==> src/rtl/sst_pkg.sv <==
package sst_pkg;

  typedef enum logic [1:0] {
    PS_ACTIVE = 2'd0,
    PS_S3     = 2'd1,
    PS_S5     = 2'd2,
    PS_OFF    = 2'd3
  } pwr_state_t;

  localparam int unsigned REQ_N = 2;   // index 0: suspend line, 1: soft-off line

endpackage

==> src/rtl/sst_deglitch.sv <==
module sst_deglitch #(
  parameter int unsigned FILT_TICKS = 3
) (
  input  logic clk,
  input  logic rst_n,
  input  logic tick,
  input  logic raw_n,
  output logic filt_n
);
  localparam int unsigned CNT_W = (FILT_TICKS < 2) ? 1 : $clog2(FILT_TICKS);

  logic             sync1_q, sync2_q;
  logic             filt_q, filt_d;
  logic [CNT_W-1:0] cnt_q, cnt_d;

  // two-flop synchroniser for the off-chip line
  always_ff @(posedge clk or negedge rst_n) begin
    if (!rst_n) begin
      sync1_q <= 1'b1;
      sync2_q <= 1'b1;
    end else begin
      sync1_q <= raw_n;
      sync2_q <= sync1_q;
    end
  end

  always_comb begin
    filt_d = filt_q;
    cnt_d  = cnt_q;
    if (sync2_q == filt_q) begin
      cnt_d = '0;
    end else if (tick) begin
      if (cnt_q == CNT_W'(FILT_TICKS - 1)) begin
        filt_d = sync2_q;
        cnt_d  = '0;
      end else begin
        cnt_d = cnt_q + CNT_W'(1);
      end
    end
  end

  always_ff @(posedge clk or negedge rst_n) begin
    if (!rst_n) begin
      filt_q <= 1'b1;
      cnt_q  <= '0;
    end else begin
      filt_q <= filt_d;
      cnt_q  <= cnt_d;
    end
  end

  assign filt_n = filt_q;

endmodule

==> src/rtl/sst_sleep_timer.sv <==
module sst_sleep_timer #(
  parameter int unsigned DELAY_US = 200
) (
  input  logic clk,
  input  logic rst_n,
  input  logic tick,
  input  logic run,
  output logic done
);
  localparam int unsigned TMR_W = $clog2(DELAY_US + 1);
  localparam logic [TMR_W-1:0] LIMIT = TMR_W'(DELAY_US);

  logic [TMR_W-1:0] cnt_q, cnt_d;
  logic             cnt_en;

  assign cnt_en = !run || (tick && (cnt_q != LIMIT));

  always_comb begin
    if (!run) cnt_d = '0;
    else      cnt_d = cnt_q + TMR_W'(1);
  end

  always_ff @(posedge clk or negedge rst_n) begin
    if (!rst_n)      cnt_q <= '0;
    else if (cnt_en) cnt_q <= cnt_d;
  end

  assign done = run && (cnt_q == LIMIT);

endmodule

==> src/rtl/sst_gate_drive.sv <==
module sst_gate_drive (
  input  logic clk,
  input  logic rst_n,
  input  logic want_main,
  input  logic want_stby,
  output logic main_en,
  output logic stby_en
);
  logic main_q, stby_q, main_d, stby_d;

  // a gate may only turn on after the other one was seen off
  always_comb begin
    main_d = want_main && !stby_q;
    stby_d = want_stby && !want_main && !main_q;
  end

  always_ff @(posedge clk or negedge rst_n) begin
    if (!rst_n) begin
      main_q <= 1'b0;
      stby_q <= 1'b0;
    end else begin
      main_q <= main_d;
      stby_q <= stby_d;
    end
  end

  assign main_en = main_q;
  assign stby_en = stby_q;

endmodule

==> src/rtl/acpi_sleep_ctrl.sv <==
module acpi_sleep_ctrl
  import sst_pkg::*;
#(
  parameter int unsigned FILT_TICKS = 3,
  parameter int unsigned DELAY_US   = 200
) (
  input  logic       clk,
  input  logic       rst_n,
  input  logic       tick_us,
  input  logic       slp3_req_n,
  input  logic       slp5_req_n,
  input  logic       dual_sleep_en,
  input  logic       mon_3v3_ok,
  input  logic       mon_5v_ok,
  input  logic       mon_12v_ok,
  input  logic       shutdown_req,
  output logic [1:0] pwr_state,
  output logic       main_gate_en,
  output logic       stby_gate_en,
  output logic       clk_rail_en
);
  logic             rst_s1_q, rst_s2_q, rst_int_n;
  logic [REQ_N-1:0] req_raw_n, req_filt_n;
  logic             sup_ok, dly_run, dly_done;
  logic             lat_q, lat_d, lat_ld;
  pwr_state_t       state_q, state_d;
  logic             is_sleep;

  // reset: asserted asynchronously, released after two clock edges
  always_ff @(posedge clk or negedge rst_n) begin
    if (!rst_n) begin
      rst_s1_q <= 1'b0;
      rst_s2_q <= 1'b0;
    end else begin
      rst_s1_q <= 1'b1;
      rst_s2_q <= rst_s1_q;
    end
  end
  assign rst_int_n = rst_s2_q;

  assign req_raw_n = {slp5_req_n, slp3_req_n};

  for (genvar gi = 0; gi < REQ_N; gi++) begin : g_flt
    sst_deglitch #(.FILT_TICKS(FILT_TICKS)) i_flt (
      .clk    (clk),
      .rst_n  (rst_int_n),
      .tick   (tick_us),
      .raw_n  (req_raw_n[gi]),
      .filt_n (req_filt_n[gi])
    );
  end

  assign sup_ok  = mon_3v3_ok && mon_5v_ok && mon_12v_ok;
  assign dly_run = (state_q == PS_ACTIVE) && !req_filt_n[0];

  sst_sleep_timer #(.DELAY_US(DELAY_US)) i_tmr (
    .clk   (clk),
    .rst_n (rst_int_n),
    .tick  (tick_us),
    .run   (dly_run),
    .done  (dly_done)
  );

  // next-state logic
  always_comb begin
    state_d = state_q;
    if (shutdown_req) begin
      state_d = PS_OFF;
    end else begin
      unique case (state_q)
        PS_OFF:    state_d = PS_S5;
        PS_ACTIVE: begin
          if (!sup_ok)       state_d = PS_S5;
          else if (dly_done) state_d = req_filt_n[1] ? PS_S3 : PS_S5;
        end
        PS_S3, PS_S5: begin
          if (req_filt_n[0] && req_filt_n[1] && sup_ok) state_d = PS_ACTIVE;
        end
        default:   state_d = PS_OFF;
      endcase
    end
  end

  // sleep-support latch: tracks in OFF, captured on entry into sleep
  always_comb begin
    lat_ld = (state_q == PS_OFF) ||
             ((state_q == PS_ACTIVE) && ((state_d == PS_S3) || (state_d == PS_S5)));
    lat_d  = dual_sleep_en;
  end

  always_ff @(posedge clk or negedge rst_int_n) begin
    if (!rst_int_n) begin
      state_q <= PS_OFF;
    end else begin
      state_q <= state_d;
    end
  end

  always_ff @(posedge clk or negedge rst_int_n) begin
    if (!rst_int_n)  lat_q <= 1'b0;
    else if (lat_ld) lat_q <= lat_d;
  end

  assign is_sleep = (state_q == PS_S3) || (state_q == PS_S5);

  sst_gate_drive i_gate (
    .clk       (clk),
    .rst_n     (rst_int_n),
    .want_main (state_q == PS_ACTIVE),
    .want_stby (is_sleep && lat_q),
    .main_en   (main_gate_en),
    .stby_en   (stby_gate_en)
  );

  assign pwr_state   = state_q;
  assign clk_rail_en = (state_q == PS_ACTIVE);

endmodule

==> config.mk <==
export PLATFORM = sky130hd
export DESIGN_NAME = acpi_sleep_ctrl
export DESIGN_NICKNAME = d
export VERILOG_FILES = /design/src/rtl/sst_pkg.sv /design/src/rtl/sst_deglitch.sv /design/src/rtl/sst_sleep_timer.sv /design/src/rtl/sst_gate_drive.sv /design/src/rtl/acpi_sleep_ctrl.sv
export SDC_FILE = /design/constraint.sdc
export NUM_CORES = 1
export LEC_CHECK = 0
export ABC_AREA = 1
export BUFFER_PORTS_ARGS = -buffer_cell sky130_fd_sc_hd__buf_4
export CAP_MARGIN = 15
export CELL_PAD_IN_SITES_DETAIL_PLACEMENT = 0
export CELL_PAD_IN_SITES_GLOBAL_PLACEMENT = 1
export CORE_MARGIN = 2
export CORE_UTILIZATION = 30
export CTS_CLUSTER_SIZE = 16
export DETAILED_ROUTE_END_ITERATION = 10
export PLACE_DENSITY = 0.58
export SYNTH_ARGS = -nofsm -noshare
export SYNTH_HDL_FRONTEND = slang
export SYNTH_HIERARCHICAL = 1
export SYNTH_SLANG_ARGS = --single-unit
==> constraint.sdc <==
create_clock -name clk -period 2.15 [get_ports clk]
set_clock_uncertainty 0.1 [all_clocks]
set_input_delay 0.43 -clock clk [delete_from_list [all_inputs] [get_ports clk]]
set_output_delay 0.43 -clock clk [all_outputs]
set_load 0.02 [all_outputs]
## Yosys cells after proc, flatten, opt, wreduce, memory -nomap -nowiden

Index checks and enable logic that the tools add are counted.

| storage, ports and cells | value |
|---|---|
| flip-flop bits (word level) | 25 |
| output and inout port bits | 5 |

| operators by class | value |
|---|---|
| $add $sub $neg | 3 |
| equal/unequal tests | 11 |
| muxes and demuxes | 13 |
| bitwise logic cells | 2 |
| reductions and logical operators | 27 |

Operator list:

| kind | count |
|---|---|
| $mux W2 | 11 |
| $logic_and A1 B1 Y1 | 12 |
| $eq A2 B2 Y1 const B | 5 |
| $add A8 B1 Y8 const B | 1 |
| $eq A8 B8 Y1 const B | 1 |
| $mux W8 | 1 |
| $ne A8 B8 Y1 const B | 1 |
| $pmux W2 S3 | 1 |
| $reduce_and A3 Y1 | 2 |
| $logic_not A1 Y1 | 5 |
| $add A2 B1 Y2 const B | 2 |
| $eq A2 B1 Y1 const B | 2 |
| $logic_or A1 B1 Y1 | 4 |
| $reduce_bool A2 Y1 | 2 |
| $eq A1 B1 Y1 | 2 |
| $logic_not A2 Y1 | 1 |
| $not A1 Y1 | 2 |
| $reduce_or A2 Y1 | 1 |

## Longest topological paths before layout

| logic depth | value |
|---|---|
| depth after elaboration | 11 |
| depth in mapped cells | 19 |
| mapped depth without buffers | 18 |

## Hierarchy

Netlist, hierarchy kept.

Modules (own cells, without submodules):

| module | instances | cells each | area each (µm²) | seq. area each (µm²) |
|---|---|---|---|---|
| sst_sleep_timer | 1 | 76 | 525.5 | 200.2 |
| sst_deglitch | 2 | 26 | 217.7 | 128.9 |
| acpi_sleep_ctrl | 1 | 53 | 370.4 | 127.6 |
| sst_gate_drive | 1 | 6 | 70.1 | 50.0 |

## Least setup slack after synthesis

Ideal clock, no wire load.

| timing | value |
|---|---|
| path kind | register to register |
| start | register state_q[0] (netlist: pwr_state[0]) |
| end | register lat_q |
| setup time | 0.116 ns |
| data arrival time | 2.155 ns |
| slack | -0.221 ns |
| stages on the path, launching flop included | 19 |
| buffers on the path | 1 |
| clock period less this slack | 2.371 ns |
| path through | dfstp_2 > inv_1 > ha_1 > inv_1 > nor2_1 > buf_2 > inv_1 > nor3_1 > inv_1 > nand2_1 > nand3_1 > nand2_1 > nand2_1 > nor2_1 > nand2_1 > nand3_1 > nand2_1 > nand2_1 > nand2_1 |

| between the ends | value |
|---|---|
| cells in the longest elaborated chain, start to end | 11 |
| elaborated cells on any way between the ends | 17 |

Ends and longest elaborated chain:

| item | RTL line | text |
|---|---|---|
| start: declaration | acpi_sleep_ctrl.sv:26 | `pwr_state_t state_q, state_d;` |
| start signal: assignment | acpi_sleep_ctrl.sv:95 | `state_q <= state_d;` |
| $logic_not A2 Y1 (*) | - |  |
| net clk_rail_en | acpi_sleep_ctrl.sv:20 | `output logic clk_rail_en` |
| $logic_and A1 B1 Y1 (*) | acpi_sleep_ctrl.sv:54 | `assign dly_run = (state_q == PS_ACTIVE) && !req_filt_n[0];` |
| net dly_run | acpi_sleep_ctrl.sv:24 | `logic sup_ok, dly_run, dly_done;` |
| $logic_and A1 B1 Y1 (*) | sst_sleep_timer.sv:28 | `assign done = run && (cnt_q == LIMIT);` |
| net dly_done | acpi_sleep_ctrl.sv:24 |  |
| $mux W2 (*) | acpi_sleep_ctrl.sv:74 | `else if (dly_done) state_d = req_filt_n[1] ? PS_S3 : PS_S5;` |
| $mux W2 (*) | acpi_sleep_ctrl.sv:73 | `if (!sup_ok) state_d = PS_S5;` |
| $pmux W2 S3 (*) | acpi_sleep_ctrl.sv:70 | `unique case (state_q)` |
| $mux W2 (*) | acpi_sleep_ctrl.sv:67 | `if (shutdown_req) begin` |
| $eq A2 B1 Y1 or $eq A2 B2 Y1 (tied branches) | acpi_sleep_ctrl.sv:87 | `((state_q == PS_ACTIVE) && ((state_d == PS_S3) \|\| (state_d == PS_S5)));` |
| $logic_or A1 B1 Y1 (*) | acpi_sleep_ctrl.sv:87 |  |
| $logic_and A1 B1 Y1 (*) | acpi_sleep_ctrl.sv:87 |  |
| $logic_or A1 B1 Y1 (*) | acpi_sleep_ctrl.sv:86 | `lat_ld = (state_q == PS_OFF) \|\|` |
| end signal: assignment | acpi_sleep_ctrl.sv:101 | `else if (lat_ld) lat_q <= lat_d;` |
| end: declaration | acpi_sleep_ctrl.sv:25 | `logic lat_q, lat_d, lat_ld;` |

The timed path passes the listed nets; every way through them passes the cells marked *.
A chain may end at the register's enable or synchronous reset.

## Final worst setup path

| timing | value |
|---|---|
| start | register state_q[0] (netlist: pwr_state[0]) |
| end | register lat_q |

| between the ends | value |
|---|---|
| cells in the longest elaborated chain, start to end | 11 |
| elaborated cells on any way between the ends | 17 |

Ends and longest elaborated chain:

| item | RTL line |
|---|---|
| $logic_not A2 Y1 (*) | acpi_sleep_ctrl.sv:54 |
| $logic_and A1 B1 Y1 (*) | acpi_sleep_ctrl.sv:54 |
| net dly_run | acpi_sleep_ctrl.sv:24 |
| $logic_and A1 B1 Y1 (*) | sst_sleep_timer.sv:28 |
| net dly_done | acpi_sleep_ctrl.sv:24 |
| $mux W2 (*) | acpi_sleep_ctrl.sv:74 |
| $mux W2 (*) | acpi_sleep_ctrl.sv:73 |
| $pmux W2 S3 (*) | acpi_sleep_ctrl.sv:70 |
| $mux W2 (*) | acpi_sleep_ctrl.sv:67 |
| net state_d[0] | acpi_sleep_ctrl.sv:26 |
| $eq A2 B1 Y1 or $eq A2 B2 Y1 (tied branches) | acpi_sleep_ctrl.sv:87 |
| $logic_or A1 B1 Y1 (*) | acpi_sleep_ctrl.sv:87 |
| $logic_and A1 B1 Y1 (*) | acpi_sleep_ctrl.sv:87 |
| $logic_or A1 B1 Y1 (*) | acpi_sleep_ctrl.sv:86 |

Marks and branches as above.

==> flow_summary_export.csv <==
group,metric,value,unit
outcome,status,"completed",
layout,n_antenna_cell,0,
layout,final_layout_size_suffix_gt1_share,28.3,%
critical_path,arrival,1.98,ns
yosys,synth_cell_types,23,
layout,multi_input_area,668,sq um
drt,dr_wl_met3,101,um
run,cap_violations,0,
critical_path,max_stage_delay,0.59,ns
clock_network,htree_levels,1,
yosys,synth_seq_cells,25,
drt,vias_per_cell,4.47,
global_route,grt.overflow.total,0,
drt,wire_per_inst,10.8,um
global_route,grtUsageTotal,12.3,%
drt,routed_wl,2850,um
clock_network,clkLatencyLatePin,0.26,ns
power,finalPower,0.00132,W
timing,slew_violations,0,
drt,drc,0,
die,die-area,5230,sq um
layout,final_common_cell,"nand2_1",
global_route,antenna_found_initial,0,
die,core_area,4410,sq um
clock_network,clkSinkCount,25,
timing,fin_crit,1.91,ns
placed_design,hpwl,2080,um
yosys,syn_area,1400,sq um
yosys,synth.net_count,201,
critical_path,path_delay_family,"simple AND/OR/NAND/NOR gates",
die,die_h,72.3,um
yosys,yosysWarnings,6,
global_route,grt_pass1_vias,1150,
timing,setup_viol,0,
layout,n_fill_cell,452,
global_route,grt_pass1_wl,5020,um
critical_path,start_kind,"flop",
die,die_width,72.3,um
die,rows,24,
clock_network,cts_root_buffer,"clkbuf_8",
timing,finalCritPeriodShare,89.1,%
die,ios,15,
drt,met2_wirelength,1370,um
drt,postRouteAntennaNets,0,
drt,vias,1181,
hold_path,hp-class,"flop to async pin",
yosys,synth_cells,187,
layout,final_nets,227,
clock_network,cts_buffers,3,
timing,final.setup.tns,0,ns
timing,rsz0062_at_grt,"no",
clock_network,clk_path_buf_depth,2,
critical_path,path_buf_inv,4,
layout,final_util,38.9,%
global_route,grt_max_degree,24,
drt,first_pass_iters,4,
yosys,seq_area_frac_synth,45.4,%
placed_design,place_congestion,0.761,
critical_path,path_common_cell,"nand2_1",
drt,highest_layer,"met4",
drt,wl_met1,1320,um
drt,drtIter0Drc,39,
layout,final_cell_mix,"nand2_1, inv_1, buf_4",
critical_path,cp.required,2.22,ns
clock_network,clk_pin_slew_worst_paths,0.09,ns
timing,hold_viol_final,0,
critical_path,cp-end-kind,"flop",
critical_path,path_class,"flop to flop",
power,vdd_drop_max,0.288,mV
critical_path,crit_path_max_fanout,4,
placed_design,io_buffers,14,
timing,fmax,0.522,GHz
power,powerDensity,770,nW/um^2
power,p_leak,0.870,nW
layout,seq_area,636,sq um
layout,area_growth,22.4,%
critical_path,worstPathCellList,"inv_2 -> ha_4 -> inv_1 -> nor2_2 -> inv_2 -> nor3_4 -> inv_2 -> nand2_1 -> nand2_1 -> nand3_1 -> nand2_2 -> nand2_1 -> nand2_2 -> nand2_1 -> nand3_2 -> nand2_1 -> nand2_1 -> nand2_1",
die,initial_core_util,31.7,%
clock_network,cts_tree,"yes",
critical_path,slowest_stage,"dfstp_2",
yosys,avgSynthCellArea,7.49,sq um
[cell type report]
| class | count | area share [%] |
|---|---|---|
| Timing Repair Buffer | 22 | 9.77 |
| Tap cell | 52 | 3.79 |
| Clock buffer | 4 | 2.63 |
| Sequential cell | 25 | 37.1 |
| Inverter | 32 | 7.80 |
| Multi-Input combinational cell | 129 | 38.9 |
[timing repair]
action / 4_1_cts / 5_1_grt
buffers inserted: 0 / 4
hold endpoints to repair: 2 / 0
gates resized for setup: 0 / 9
setup endpoints to repair: 0 / 1
hold buffers: 1 / 0
[cells by family after synthesis]
family | count (synthesis) | share of synthesized area (%)
flip-flops | 25 | 45.4
AO/OA/AOI/OAI | 6 | 2.59
XOR/XNOR | 1 | 0.625
adder cells (fa/ha/maj) | 4 | 3.57
other | 1 | 0.268
AND/OR/NAND/NOR | 117 | 37.7
buffers and inverters | 33 | 9.91
[synthesized netlist by cell type, drive strengths merged]
cell / instances / area share [%]
nand2: 64 / 18
inv: 30 / 8.0
nor2: 26 / 9.3
nand3: 23 / 8.6
dfrtp: 17 / 30
dfstp: 8 / 15
a21oi: 4 / 1.7
ha: 4 / 3.6
nand4: 2 / 0.89
nor3: 2 / 0.71
buf: 1 / 0.36
bufinv: 1 / 1.3
clkinv: 1 / 0.27
conb: 1 / 0.27
o21ai: 1 / 0.36
o21bai: 1 / 0.54
xor2: 1 / 0.63
[through the flow]
stage          cell area, sq um  instances  hold WS (ns)  setup WS (ns)
2_1_floorplan              1420        187        0.0344         0.0189
3_3_place_gp               1610        255         0.112          0.116
3_5_place_dp               1610        255         0.115         0.0769
4_1_cts                    1660        260         0.152         0.0521
5_1_grt                    1720        264         0.141        0.00613
6_report                   1720        264         0.144          0.235
[worst reg2reg max path: cells and delay by family, from the launching register on]
| kind | cells | cell delay (ns) |
|---|---|---|
| adder cells (fa/ha/maj) | 1 | 0.15 |
| buffers and inverters | 4 | 0.26 |
| flip-flops | 1 | 0.59 |
| AND/OR/NAND/NOR | 13 | 0.72 |
[power breakdown]
part	internal [W]	total, W	switching, W
Clock	0.000132	0.000282	0.000150
Sequential	0.000565	0.000640	0.0000744
Combinational	0.000180	0.000399	0.000219
[final timing paths]
kind / to / slack (ns) / from / cells after the start
min in group clk: g_flt[1].i_flt/sync1_q$_DFF_PN1_ / 0.17 / slp5_req_n / 1
max reg2reg: lat_q$_DFFE_PN0P_ / 0.24 / pwr_state[0]$_DFF_PN1_ / 18
max: lat_q$_DFFE_PN0P_ / 0.24 / pwr_state[0]$_DFF_PN1_ / 18
max in group asynchronous: rst_int_n$_DFF_PN0_ / 1.49 / rst_n / 2
min reg2reg: lat_q$_DFFE_PN0P_ / 0.14 / rst_int_n$_DFF_PN0_ / 1
min: lat_q$_DFFE_PN0P_ / 0.14 / rst_int_n$_DFF_PN0_ / 1
[state kept, by name, summed over array words and instances, names as in the netlist, 2 cells and up]
name / count
g_flt.i_flt/filt_n: 2
i_tmr/cnt_q: 8
g_flt.i_flt/sync1_q: 2
g_flt.i_flt/sync2_q: 2
pwr_state: 2
g_flt.i_flt/cnt_q: 4
[routing by layer]
layer  vias up  GRT usage, %
met1       543          14.5
met5         -             0
met4         0          3.56
li1        614             -
met2        20          22.4
met3         4          2.64
No activity file was read; power rests on OpenSTA's default activity.
